[src/rtl/pci_mon_pkg.sv]
// Package: shared types for the PCI phase monitor.
// Assumes: nothing beyond IEEE 1800-2017.
package pci_mon_pkg;

    // Tracking state of the monitor.
    typedef enum logic [1:0] {
        ST_IDLE = 2'd0,   // no transaction seen
        ST_BUSY = 2'd1,   // address phase seen, data phases running
        ST_TAIL = 2'd2    // last data phase done, waiting for initiator release
    } mon_state_e;

    // One-clock event flags produced by the phase tracker.
    typedef struct packed {
        logic addr;     // address phase
        logic done;     // data phase completed
        logic wt;       // wait cycle
        logic last;     // final data phase
        logic fin;      // return to idle
        logic stopreq;  // target stop request
    } mon_evt_t;

endpackage

[src/rtl/pci_mon_decode.sv]
// Module: pci_mon_decode
// Turns the active-low bus strobes into active-high conditions.
// Assumes: strobes are already synchronous to clk, since they come from
// the same bus clock domain.
module pci_mon_decode (
    input  logic frame_n,
    input  logic irdy_n,
    input  logic trdy_n,
    input  logic devsel_n,
    input  logic stop_n,
    output logic frame,
    output logic irdy,
    output logic xfer,
    output logic devsel,
    output logic stop
);

    // Polarity conversion and the handshake completion condition.
    always_comb begin
        frame  = ~frame_n;
        irdy   = ~irdy_n;
        devsel = ~devsel_n;
        stop   = ~stop_n;
        xfer   = ~irdy_n & ~trdy_n;
    end

endmodule

[src/rtl/pci_mon_fsm.sv]
// Module: pci_mon_fsm
// Tracks the transaction phase and produces the event flags. The flags
// come out both as combinational next values (evt) and as registered
// outputs (evt_q) loaded from the strobes sampled on this edge.
// Assumes: decoded active-high inputs and a synchronous active-low reset.
module pci_mon_fsm
    import pci_mon_pkg::*;
(
    input  logic     clk,
    input  logic     rst_n,
    input  logic     frame,
    input  logic     irdy,
    input  logic     xfer,
    input  logic     stop,
    output mon_evt_t evt,
    output mon_evt_t evt_q,
    output logic     in_txn
);

    mon_state_e state_q, state_d;

    // Next state and event flags, computed from the state and the current strobes.
    always_comb begin
        state_d = state_q;
        evt     = '0;
        unique case (state_q)
            ST_IDLE: begin
                if (frame) begin
                    evt.addr = 1'b1;
                    state_d  = ST_BUSY;
                end
            end
            ST_BUSY: begin
                evt.stopreq = stop;
                if (xfer) begin
                    evt.done = 1'b1;
                    if (!frame) begin
                        evt.last = 1'b1;
                        state_d  = ST_TAIL;
                    end
                end else if (!frame && !irdy) begin
                    evt.fin = 1'b1;
                    state_d = ST_IDLE;
                end else begin
                    evt.wt = 1'b1;
                end
            end
            ST_TAIL: begin
                if (!irdy) begin
                    evt.fin = 1'b1;
                    if (frame) begin
                        evt.addr = 1'b1;
                        state_d  = ST_BUSY;
                    end else begin
                        state_d = ST_IDLE;
                    end
                end
            end
            default: state_d = ST_IDLE;
        endcase
    end

    // State register and registered event pulses.
    always_ff @(posedge clk) begin
        if (!rst_n) begin
            state_q <= ST_IDLE;
            evt_q   <= '0;
        end else begin
            state_q <= state_d;
            evt_q   <= evt;
        end
    end

    // Transaction is in its data portion, where select is meaningful.
    always_comb in_txn = (state_q == ST_BUSY);

endmodule

[src/rtl/pci_mon_counter.sv]
// Module: pci_mon_counter
// Holds the saturating data-phase count and the sticky target-claimed flag.
// Both are cleared by an address phase.
// Assumes: addr_ev and done_ev are never high together (the tracker
// guarantees this).
module pci_mon_counter #(
    parameter int CNT_W = 8
) (
    input  logic             clk,
    input  logic             rst_n,
    input  logic             addr_ev,
    input  logic             done_ev,
    input  logic             in_txn,
    input  logic             devsel,
    output logic [CNT_W-1:0] count_q,
    output logic             target_q
);

    localparam logic [CNT_W-1:0] CNT_MAX = {CNT_W{1'b1}};

    // Phase count: clear on address, step on done, hold at the ceiling.
    always_ff @(posedge clk) begin
        if (!rst_n) begin
            count_q <= '0;
        end else if (addr_ev) begin
            count_q <= '0;
        end else if (done_ev && (count_q != CNT_MAX)) begin
            count_q <= count_q + 1'b1;
        end
    end

    // Target flag: clear on address, set when select is seen mid-transaction.
    always_ff @(posedge clk) begin
        if (!rst_n) begin
            target_q <= 1'b0;
        end else if (addr_ev) begin
            target_q <= 1'b0;
        end else if (in_txn && devsel) begin
            target_q <= 1'b1;
        end
    end

endmodule

[src/rtl/pci_phase_monitor.sv]
// Module: pci_phase_monitor
// Passive PCI transaction phase monitor. It samples the bus strobes on each
// rising edge and reports phase events, a data-phase count and a
// target-claimed flag. It only observes and never drives the bus.
// Assumes: all strobes are active-low and synchronous to clk.
module pci_phase_monitor
    import pci_mon_pkg::*;
#(
    parameter int CNT_W = 8
) (
    input  logic             clk,
    input  logic             rst_n,
    input  logic             frame_n,
    input  logic             irdy_n,
    input  logic             trdy_n,
    input  logic             devsel_n,
    input  logic             stop_n,
    output logic             addr_phase_o,
    output logic             data_done_o,
    output logic             wait_cycle_o,
    output logic             last_data_o,
    output logic             txn_end_o,
    output logic             stop_req_o,
    output logic [CNT_W-1:0] phase_count_o,
    output logic             target_sel_o
);

    logic     frame, irdy, xfer, devsel, stop, in_txn;
    mon_evt_t evt, evt_q;

    pci_mon_decode u_decode (
        .frame_n  (frame_n),
        .irdy_n   (irdy_n),
        .trdy_n   (trdy_n),
        .devsel_n (devsel_n),
        .stop_n   (stop_n),
        .frame    (frame),
        .irdy     (irdy),
        .xfer     (xfer),
        .devsel   (devsel),
        .stop     (stop)
    );

    pci_mon_fsm u_fsm (
        .clk    (clk),
        .rst_n  (rst_n),
        .frame  (frame),
        .irdy   (irdy),
        .xfer   (xfer),
        .stop   (stop),
        .evt    (evt),
        .evt_q  (evt_q),
        .in_txn (in_txn)
    );

    pci_mon_counter #(.CNT_W(CNT_W)) u_counter (
        .clk      (clk),
        .rst_n    (rst_n),
        .addr_ev  (evt.addr),
        .done_ev  (evt.done),
        .in_txn   (in_txn),
        .devsel   (devsel),
        .count_q  (phase_count_o),
        .target_q (target_sel_o)
    );

    // Drive the event pulses from the registered tracker flags.
    always_comb begin
        addr_phase_o = evt_q.addr;
        data_done_o  = evt_q.done;
        wait_cycle_o = evt_q.wt;
        last_data_o  = evt_q.last;
        txn_end_o    = evt_q.fin;
        stop_req_o   = evt_q.stopreq;
    end

endmodule

[config.mk]
export PLATFORM = sky130hd
export DESIGN_NAME = pci_phase_monitor
export DESIGN_NICKNAME = d
export VERILOG_FILES = /design/src/rtl/pci_mon_pkg.sv /design/src/rtl/pci_mon_decode.sv /design/src/rtl/pci_mon_fsm.sv /design/src/rtl/pci_mon_counter.sv /design/src/rtl/pci_phase_monitor.sv
export SDC_FILE = /design/constraint.sdc
export NUM_CORES = 1
export LEC_CHECK = 0
export ABC_AREA = 1
export BUFFER_PORTS_ARGS = -buffer_cell sky130_fd_sc_hd__buf_2
export CAP_MARGIN = 20
export CORE_UTILIZATION = 46
export DETAILED_ROUTE_END_ITERATION = 12
export PLACE_DENSITY = 0.83
export SKIP_CTS_REPAIR_TIMING = 1
export SLEW_MARGIN = 40
export SYNTH_ARGS = -nofsm -noshare
export SYNTH_HDL_FRONTEND = slang
export SYNTH_SLANG_ARGS = --single-unit
[constraint.sdc]
create_clock -name clk -period 1.22 [get_ports clk]
set_input_delay 0.244 -clock clk [delete_from_list [all_inputs] [get_ports clk]]
set_output_delay 0.244 -clock clk [all_outputs]
set_load 0.02 [all_outputs]
==> results.sh, run 1 <==
export IMPL_status="complete, but fails checks"
export IMPL_violations="setup timing"
export IMPL_ys_warn_count=0
export IMPL_start_kind="flip-flop"
export IMPL_grt_start_max_net_pins=11
export IMPL_drtPass1Iterations=4
export IMPL_cts_root_buffer="clkbuf_4"
export IMPL_post_place_ws_ps=-143.4
export IMPL_cts_max_level=1
export IMPL_arrival_ps=1500
export IMPL_routed_wl_mm=2.029
export IMPL_fmax_mhz=792.3
export IMPL_path_buf_inv=2
export IMPL_whs_ps=97.09
export IMPL_core_sq_um=1764
export IMPL_synth_cell_types=18
export IMPL_fin_ws_ps=-42.16
export IMPL_p_sw_share_pct=38.25
export IMPL_seq_area_frac_synth_pct=38.42
export IMPL_power_density_nw_per_um2=1441
export IMPL_vdd_drop_max_mv=1.059
export IMPL_crit_path_end_kind="flip-flop"
export IMPL_hp_class="primary input to flip-flop"
export IMPL_fill_cells=144
export IMPL_gp_congestion=0.7981
export IMPL_drive_gt1_share_pct=45.73
export IMPL_timing_setup_tns_ps=-70.52
export IMPL_grt_total_usage_pct=18.91
export IMPL_p_int_mw=1.144
export IMPL_grt_use_met3_pct=2.778
export IMPL_pin_count=22
export IMPL_clk_latency_ps=300
export IMPL_fin_cells=189
export IMPL_finalMaxSlewViolations=0
export IMPL_port_buffers=21
export IMPL_combinationalPowerShare_pct=46.3
export IMPL_required_ps=1450
export IMPL_worstSetupPathType="flip-flop to flip-flop"
export IMPL_cts_num_sinks=17
export IMPL_vias_per_cell=4.735
export IMPL_total_power_mw=1.852
export IMPL_p_clk_share_pct=16.2
export IMPL_synth_ff_latch_count=17
export IMPL_cts_buffers_inserted=3
export IMPL_crit_fanout=4
export IMPL_drt_iter0_drc=11
export IMPL_initial_utilization_pct=50.21
export IMPL_synth_nets=138
export IMPL_dp_cells=179
export IMPL_dp_hpwl_mm=1.481
export IMPL_regArea_sq_um=359.1
export IMPL_use_met2_pct=33.24
export IMPL_area_growth_pct=45.06
export IMPL_power_frac_seq_pct=37.6
export IMPL_nets=178
export IMPL_cpLargestDelayFamily="simple AND/OR/NAND/NOR gates"
export IMPL_die_area_sq_um=2105
export IMPL_rsz0062_at_grt="yes"
export IMPL_max_slew_margin_pct=83.36
export IMPL_synth_cell_area_sq_um=885.9
export IMPL_placementRows=15
export IMPL_netlist_instances=125
export IMPL_p_leak_nw=0.6062
export IMPL_vias=895
export IMPL_postLayoutCoreUtil_pct=72.84
export IMPL_antenna_found_initial=0
export IMPL_power_switching_mw=0.7082
export IMPL_die_x_um=45.89
export IMPL_postLayoutCellArea_sq_um=1285
export IMPL_wl_per_cell_um=10.74
export IMPL_fin_crit_ps=1262
export IMPL_multiInputGateArea_sq_um=576.8
export IMPL_route_detailed_drc=0
export IMPL_fin_skew_ps=4.711
export IMPL_grt_pass1_vias=725
export IMPL_overflow=0
export IMPL_setup_viol=2
export IMPL_hold_violations=0
export IMPL_cp_slowest_cell="dfxtp_4"
export IMPL_fin_crit_sh_pct=103.5
export IMPL_antenna_left=0
export IMPL_path_cells="inv_4 -> ha_4 -> inv_2 -> nor2_2 -> nor2_1 -> nand3_2 -> nand2_1 -> nand2_1 -> nor2_1"
export IMPL_grt_pass1_wl_mm=2.815
export IMPL_slowest_delay_ps=390
export IMPL_tritoncts="done"
export IMPL_use_met1_pct=20.24
export IMPL_clockBufferDepth=2
export IMPL_worstMarginPinSlew_ps=249.3
export IMPL_diodes=0
export IMPL_die_h_um=45.89
export IMPL_gr_max_usage_layer="met2"
export IMPL_syn_area_per_cell_sq_um=7.087
export IMPL_max_cap_violations=0
export IMPL_clk_pin_slew_ps=100
export IMPL_placed_cell_area_sq_um=1097
placed cells by master, fill, tap and decap left out, drive strengths merged:
cell type,count
buf,35
nand2,34
nor2,25
inv,18
dfxtp,17
nand3,12
a21oi,7
ha,6
clkbuf,3
nor3,2
o21ai,1
xor2,1
nand3b,1
nand4,1
clkinv,1
cell families after synthesis:
family | after synthesis | share of synthesized area, %
simple gates | 75 | 39.55
buf+inv | 18 | 7.627
flops | 17 | 38.42
compound gates | 8 | 4.943
fa+ha+maj | 6 | 8.474
xor+xnor | 1 | 0.9889
registers in the layout (all words and copies together) (netlist names):
signal	cells
u_counter.count_q	8
u_fsm.state_q	2
u_counter.target_q	1
u_fsm.evt_q	6
cells in the mapped netlist:
cell type | n | area [sq um]
nand2_1 | 28 | 105.1
nor2_1 | 21 | 78.83
dfxtp_1 | 17 | 340.3
inv_1 | 17 | 63.81
nand3_1 | 12 | 60.06
a21oi_1 | 6 | 30.03
ha_1 | 6 | 75.07
nand2_2 | 4 | 25.02
nand2_4 | 2 | 22.52
nor2_2 | 2 | 12.51
nor2_4 | 2 | 22.52
nor3_1 | 2 | 10.01
a21oi_2 | 1 | 8.760
inv_2 | 1 | 3.750
nand3b_1 | 1 | 7.510
nand4_1 | 1 | 6.260
o21ai_0 | 1 | 5.000
xor2_1 | 1 | 8.760
cell type report:
cell class                 count  area share (%)
clock buffer                   3           1.753
timing repair buffer          35           16.55
sequential                    17           27.95
multi-input combinational     90           44.89
tap                           25           2.434
inverter                      18           6.037
clock inverter                 1          0.3895
worst reg2reg max path: cells and delay by family, from the launching register on:
| kind | cells | cell delay (ps) |
|---|---|---|
| AND/OR/NAND/NOR | 6 | 520 |
| flip-flops | 1 | 390 |
| adder cells (fa/ha/maj) | 1 | 170 |
| buffers and inverters | 2 | 130 |
routing by layer:
layer  vias up  part of all wire [%]
met1       391                    40
met2        30                    51
met5         -                     0
li1        465                     -
met4         0                   4.5
met3         9                   4.6
path summary, 6_finish.rpt:
| check | cells past startpoint | end | start | slack, ps |
|---|---|---|---|---|
| worst max-delay path | 9 | u_fsm.state_q[0] | u_fsm.state_q[0] | -40 |
| worst min-delay path | 2 | u_fsm.evt_q[0] | stop_n | 100 |
| worst min register to register | 2 | u_counter.target_q | u_counter.target_q | 510 |
| worst max register to register | 9 | u_fsm.state_q[0] | u_fsm.state_q[0] | -40 |
power groups by stage:
stage	combinational (mW)	sequential, mW	clock (mW)
floorplan	0.341	0.708	0
global placement	0.569	0.663	0
detailed placement	0.594	0.668	0
CTS	0.599	0.655	0.305
global route	0.939	0.706	0.329
finish	0.857	0.696	0.299
(Power assumes the default switching activity.)
==> run 2, diff against run 1 <==
--- a/config.mk
+++ b/config.mk
@@ -5,10 +5,12 @@
 export SDC_FILE = /design/constraint.sdc
 export NUM_CORES = 1
 export LEC_CHECK = 0
-export ABC_AREA = 1
+export ABC_AREA = 0
 export BUFFER_PORTS_ARGS = -buffer_cell sky130_fd_sc_hd__buf_2
 export CAP_MARGIN = 20
-export CORE_UTILIZATION = 46
+export CELL_PAD_IN_SITES_DETAIL_PLACEMENT = 1
+export CELL_PAD_IN_SITES_GLOBAL_PLACEMENT = 2
+export CORE_UTILIZATION = 27
 export DETAILED_ROUTE_END_ITERATION = 12
 export PLACE_DENSITY = 0.83
 export SKIP_CTS_REPAIR_TIMING = 1
==> results.sh, run 2 <==
export IMPL_regArea_sq_um=361.6
export IMPL_setup_viol=14
export IMPL_violations="DRC, setup timing"
export IMPL_r2r_start="u_fsm.state_q[1]"
export IMPL_dp_hpwl_mm=1.974
export IMPL_netlist_top_cells_count="dfxtp_1 (17), nand2_1 (9), nor2_1 (7), a21oi_1 (6), ha_1 (6)"
export IMPL_cts_root_buffer="clkbuf_4"
export IMPL_synthXorXnorAreaFrac_pct=1.032
export IMPL_r2r_end="u_fsm.state_q[1]"
export IMPL_diodes=0
export IMPL_synth_nets=106
export IMPL_antenna_left=0
export IMPL_power_frac_seq_pct=40.8
export IMPL_routed_wl_mm=2.639
export IMPL_area_growth_pct=65.49
export IMPL_crit_path_end_kind="flip-flop"
export IMPL_grt_pass1_wl_mm=4.133
export IMPL_reg_largest_list="u_counter.count_q (8), u_fsm.evt_q (6), u_fsm.state_q (2)"
export IMPL_cts_buffers_inserted=3
export IMPL_final_cell_mix="buf_4 (21), buf_2 (18), dfxtp_1 (10), nand2_1 (9), buf_6 (9)"
export IMPL_synth_main_ff_cell="dfxtp_1"
export IMPL_synth_simple_gate_area_share_pct=29.79
export IMPL_grt_total_usage_pct=15.90
export IMPL_tritoncts="done"
export IMPL_synth_cell_area_sq_um=848.3
export IMPL_wl_per_cell_um=14.34
export IMPL_power_density_nw_per_um2=1115
export IMPL_multiInputGateArea_sq_um=596.8
export IMPL_r2r_slack_ps=-200
export IMPL_placementRows=19
export IMPL_grt_start_max_net_pins=10
export IMPL_max_flop_register="u_counter.count_q"
export IMPL_cp_startpoint="u_fsm.state_q[1]"
export IMPL_core_sq_um=2877
export IMPL_synth_edf_count=0
export IMPL_fin_cells=184
export IMPL_max_slew_margin_pct=78.21
export IMPL_combinationalPowerShare_pct=39.8
export IMPL_p_sw_share_pct=33.03
export IMPL_cts_max_level=1
export IMPL_clockBufferDepth=2
export IMPL_overflow=0
export IMPL_ys_warn_count=0
export IMPL_timing_setup_tns_ps=-1594
export IMPL_status="complete, but fails checks"
export IMPL_fin_crit_ps=1423
export IMPL_yosysTopAreaCell="dfxtp_1"
export IMPL_fmax_mhz=702.8
export IMPL_nets=156
export IMPL_fin_skew_ps=7.424
export IMPL_worstRegToRegCells=7
export IMPL_dp_cells=174
export IMPL_post_place_ws_ps=-225.3
export IMPL_cts_num_sinks=17
export IMPL_fill_cells=338
export IMPL_worstMarginPinSlew_ps=323.5
export IMPL_hold_violations=0
export IMPL_antenna_found_initial=0
export IMPL_hp_class="primary input to flip-flop"
export IMPL_synth_compound_area_share_pct=12.54
export IMPL_yosysTopAreaCellShare_pct=40.12
export IMPL_vias_per_cell=4.723
export IMPL_fin_crit_sh_pct=116.6
export IMPL_drtPass1Iterations=8
export IMPL_vias=869
export IMPL_drive_gt1_share_pct=56.34
export IMPL_largest_reg_flops=8
export IMPL_routed_top_layer="met3"
export IMPL_synth_top_cells_by_area="dfxtp_1 (40%), ha_1 (8.8%), nand2_1 (4.0%), a21oi_1 (3.5%), mux2i_1 (3.5%)"
export IMPL_clk_pin_slew_ps=100
export IMPL_route_met2_wl_mm=1.503
export IMPL_grt_pass1_vias=892
export IMPL_crit_fanout=4
export IMPL_start_kind="flip-flop"
export IMPL_total_power_mw=1.565
export IMPL_syn_area_per_cell_sq_um=9.122
export IMPL_synth_most_common_cell="dfxtp_1"
export IMPL_initial_utilization_pct=29.49
export IMPL_die_h_um=58.05
export IMPL_worstSetupPathType="flip-flop to flip-flop"
export IMPL_gp_congestion=0.7648
export IMPL_max_cap_violations=0
export IMPL_synth_async_reset_ratio_pct=0
export IMPL_synth_top_family_by_area="simple AND/OR/NAND/NOR gates"
export IMPL_route_detailed_drc=1
export IMPL_die_area_sq_um=3370
export IMPL_final_common_cell="buf_4"
export IMPL_die_x_um=58.05
export IMPL_netlist_instances=93
export IMPL_arrival_ps=1640
export IMPL_drt_iter0_drc=14
export IMPL_p_int_mw=1.048
export IMPL_required_ps=1430
export IMPL_rsz0062_at_grt="yes"
export IMPL_muxShareOfSynthArea_pct=3.540
export IMPL_p_leak_nw=0.6023
export IMPL_synth_fa_ha_area_share_pct=8.850
export IMPL_finalMaxSlewViolations=0
export IMPL_pin_count=22
export IMPL_clk_latency_ps=290
export IMPL_p_clk_share_pct=19.5
export IMPL_route_met3_wl_um=67
export IMPL_postLayoutCellArea_sq_um=1404
export IMPL_fin_ws_ps=-202.9
export IMPL_synth_ff_latch_count=17
export IMPL_whs_ps=93.56
export IMPL_cp_endpoint="u_fsm.state_q[1]"
export IMPL_seq_area_frac_synth_pct=40.12
export IMPL_vdd_drop_max_mv=0.4835
export IMPL_placed_cell_area_sq_um=1202
export IMPL_synth_cell_types=32
export IMPL_power_switching_mw=0.5168
export IMPL_wl_met1_mm=1.068
export IMPL_port_buffers=21
export IMPL_postLayoutCoreUtil_pct=48.80
[run 2: area by class of cell]
class	count	area share [%]
Multi-Input combinational cell	69	42.51
Timing Repair Buffer	48	24.87
Tap cell	42	3.743
Inverter	4	1.248
Clock buffer	4	1.872
Sequential cell	17	25.76
[run 2: logic make-up after synthesis]
| kind of cell | after synthesis |
|---|---|
| mux | 3 |
| compound gates | 17 |
| xor+xnor | 1 |
| buf+inv | 7 |
| fa+ha+maj | 6 |
| simple gates | 42 |
| flops | 17 |
[run 2: routing by layer]
layer	GRT usage, %	up-vias
met3	2.009	0
met4	4.082	0
li1	-	428
met2	29.39	14
met1	19.29	427
met5	0	-
[run 2: worst min path at each step]
| stage | startpoint | to | cells after the start |
|---|---|---|---|
| floorplan | stop_n | u_fsm.evt_q[0] | 1 |
| global placement | stop_n | u_fsm.evt_q[0] | 2 |
| detailed placement | stop_n | u_fsm.evt_q[0] | 2 |
| CTS | stop_n | u_fsm.evt_q[0] | 2 |
| global route | stop_n | u_fsm.evt_q[0] | 2 |
| finish | stop_n | u_fsm.evt_q[0] | 2 |
[run 2: critical path: stages (launching register included)]
cell and delay [ps]:
dfxtp_4 380, inv_4 60, ha_4 130, nor3b_1 230, nor2_1 80, o221ai_2 170
buf_4 150, mux2i_1 150
[run 2: power groups by stage]
stage               Sequential (mW)  Combinational, mW  Clock [mW]
detailed placement            0.652              0.494           0
CTS                           0.639              0.497       0.321
global placement              0.648              0.477           0
global route                  0.644              0.681       0.338
floorplan                     0.681              0.258           0
finish                        0.638              0.622       0.305
==> run 3, diff against run 2 <==
--- a/config.mk
+++ b/config.mk
@@ -11,6 +11,7 @@
 export CELL_PAD_IN_SITES_DETAIL_PLACEMENT = 1
 export CELL_PAD_IN_SITES_GLOBAL_PLACEMENT = 2
 export CORE_UTILIZATION = 27
+export CTS_BUF_LIST = sky130_fd_sc_hd__clkbuf_8 sky130_fd_sc_hd__clkbuf_16
 export DETAILED_ROUTE_END_ITERATION = 12
 export PLACE_DENSITY = 0.83
 export SKIP_CTS_REPAIR_TIMING = 1
==> constraint.sdc (replaced) <==
create_clock -name clk -period 1.22 [get_ports clk]
set_input_delay 0 -clock clk [delete_from_list [all_inputs] [get_ports clk]]
set_output_delay 0 -clock clk [all_outputs]
set_load 0.02 [all_outputs]
==> results.sh, run 3 (synthesized netlist as in run 2, its figures left out) <==
export IMPL_rsz0062_at_grt="yes"
export IMPL_min_from="frame_n"
export IMPL_final_cell_mix="buf_4 (27), buf_2 (21), dfxtp_1 (12), nand2_1 (9), nor2_1 (7)"
export IMPL_required_ps=1360
export IMPL_port_buffers=21
export IMPL_grt_pass1_vias=855
export IMPL_antenna_left=0
export IMPL_fmax_mhz=688.3
export IMPL_fin_crit_ps=1453
export IMPL_r2r_slack_ps=-230
export IMPL_hp_class="primary input to flip-flop"
export IMPL_nets=159
export IMPL_fin_cells=187
export IMPL_drive_gt1_share_pct=53.79
export IMPL_setup_viol=14
export IMPL_post_place_ws_ps=-168.6
export IMPL_wl_per_cell_um=15.02
export IMPL_dp_cells=173
export IMPL_vdd_drop_max_mv=0.5365
export IMPL_cts_max_level=1
export IMPL_crit_fanout=5
export IMPL_drtPass1Iterations=7
export IMPL_max_slew_margin_pct=78.67
export IMPL_hold_depth=2
export IMPL_dp_hpwl_mm=1.853
export IMPL_clk_latency_ps=250
export IMPL_drt_iter0_drc=54
export IMPL_hold_violations=0
export IMPL_cp_slowest_cell="dfxtp_2"
export IMPL_violations="DRC, setup timing"
export IMPL_fin_ws_ps=-232.8
export IMPL_initial_utilization_pct=29.49
export IMPL_status="complete, but fails checks"
export IMPL_fill_cells=345
export IMPL_clockBufferDepth=2
export IMPL_grt_pass1_wl_mm=3.981
export IMPL_p_leak_nw=0.6251
export IMPL_cts_buffers_inserted=3
export IMPL_crit_path_end_kind="flip-flop"
export IMPL_placementRows=19
export IMPL_clk_pin_slew_ps=70
export IMPL_cts_root_buffer="clkbuf_8"
export IMPL_path_buf_inv=2
export IMPL_postLayoutCoreUtil_pct=47.98
export IMPL_grt_start_max_net_pins=10
export IMPL_r2r_end="u_counter.count_q[0]"
export IMPL_cpLargestDelayFamily="simple AND/OR/NAND/NOR gates"
export IMPL_pin_count=22
export IMPL_min_to="u_fsm.evt_q[5]"
export IMPL_die_h_um=58.05
export IMPL_largest_reg_flops=8
export IMPL_die_x_um=58.05
export IMPL_fin_crit_sh_pct=119.1
export IMPL_worstMarginPinSlew_ps=316.6
export IMPL_worstRegToRegCells=7
export IMPL_vias_per_cell=4.631
export IMPL_path_cells="inv_2 -> ha_4 -> nor3b_4 -> buf_4 -> o21ai_4 -> xor2_1 -> nor2_1"
export IMPL_final_common_cell="buf_4"
export IMPL_diodes=0
export IMPL_slowest_delay_ps=330
export IMPL_arrival_ps=1590
export IMPL_tritoncts="done"
export IMPL_worstSetupPathType="flip-flop to flip-flop"
export IMPL_r2r_start="u_fsm.state_q[1]"
export IMPL_grt_total_usage_pct=15.47
export IMPL_power_density_nw_per_um2=1202
export IMPL_core_sq_um=2877
export IMPL_antenna_found_initial=0
export IMPL_finalMaxSlewViolations=0
export IMPL_overflow=0
export IMPL_max_cap_violations=0
export IMPL_die_area_sq_um=3370
export IMPL_area_growth_pct=62.68
export IMPL_max_flop_register="u_counter.count_q"
export IMPL_gp_congestion=0.7636
export IMPL_route_detailed_drc=1
export IMPL_start_kind="flip-flop"
export IMPL_reg_largest_list="u_counter.count_q (8), u_fsm.evt_q (6), u_fsm.state_q (2)"
export IMPL_vias=866
export IMPL_routed_wl_mm=2.809
export IMPL_fin_skew_ps=1.237
export IMPL_cts_num_sinks=17
## run 3: per-stage QoR
stage	hold WS (ps)	setup TNS (ps)	total power, mW	cell area, sq um
floorplan	72.38	-347.0	0.9391	907.1
global placement	159.0	-749.6	1.122	1195
detailed placement	158.9	-1495	1.134	1195
CTS	-111.1	-1753	1.563	1240
global route	90.60	-3337	1.769	1380
finish	63.18	-2047	1.658	1380
## run 3: how the worst max path moves through the flow
| stage | endpoint | from | slack [ps] | cells past startpoint |
|---|---|---|---|---|
| floorplan | u_counter.count_q[6] | u_fsm.state_q[1] | -90 | 6 |
| global placement | u_counter.count_q[3] | u_fsm.state_q[0] | -90 | 6 |
| detailed placement | u_counter.count_q[7] | u_fsm.state_q[1] | -170 | 6 |
| CTS | u_fsm.state_q[0] | u_fsm.state_q[1] | -190 | 6 |
| global route | u_counter.count_q[0] | u_fsm.state_q[1] | -320 | 7 |
| finish | u_counter.count_q[0] | u_fsm.state_q[1] | -230 | 7 |
## run 3: layout make-up
class | count | area [sq um] | share of cell area [%]
inverter | 4 | 15.01 | 1.088
clock buffer | 3 | 41.29 | 2.992
tap | 42 | 52.55 | 3.808
clock inverter | 1 | 3.754 | 0.2720
timing repair buffer | 51 | 340.3 | 24.66
sequential | 17 | 354.1 | 25.66
multi-input combinational | 69 | 573.1 | 41.52
## run 3: where the power goes
part | internal (mW) | switching [mW]
logic | 0.310 | 0.294
registers | 0.602 | 0.0330
clock network | 0.223 | 0.195
total | 1.14 | 0.523
## run 3: worst reg2reg max path: stages, from the launching register on
cell     delay (ps)
dfxtp_2         330
inv_2            90
ha_4            150
nor3b_4         310
buf_4           190
o21ai_4          60
xor2_1          180
nor2_1           60
## run 3: routing by layer
layer / track usage [%] / up-vias / part of all wire [%]
met4: 6.122 / 0 / 0.32
met5: 0 / - / 0
li1: - / 435 / -
met1: 18.44 / 417 / 41
met3: 2.009 / 2 / 2.1
met2: 27.91 / 12 / 57
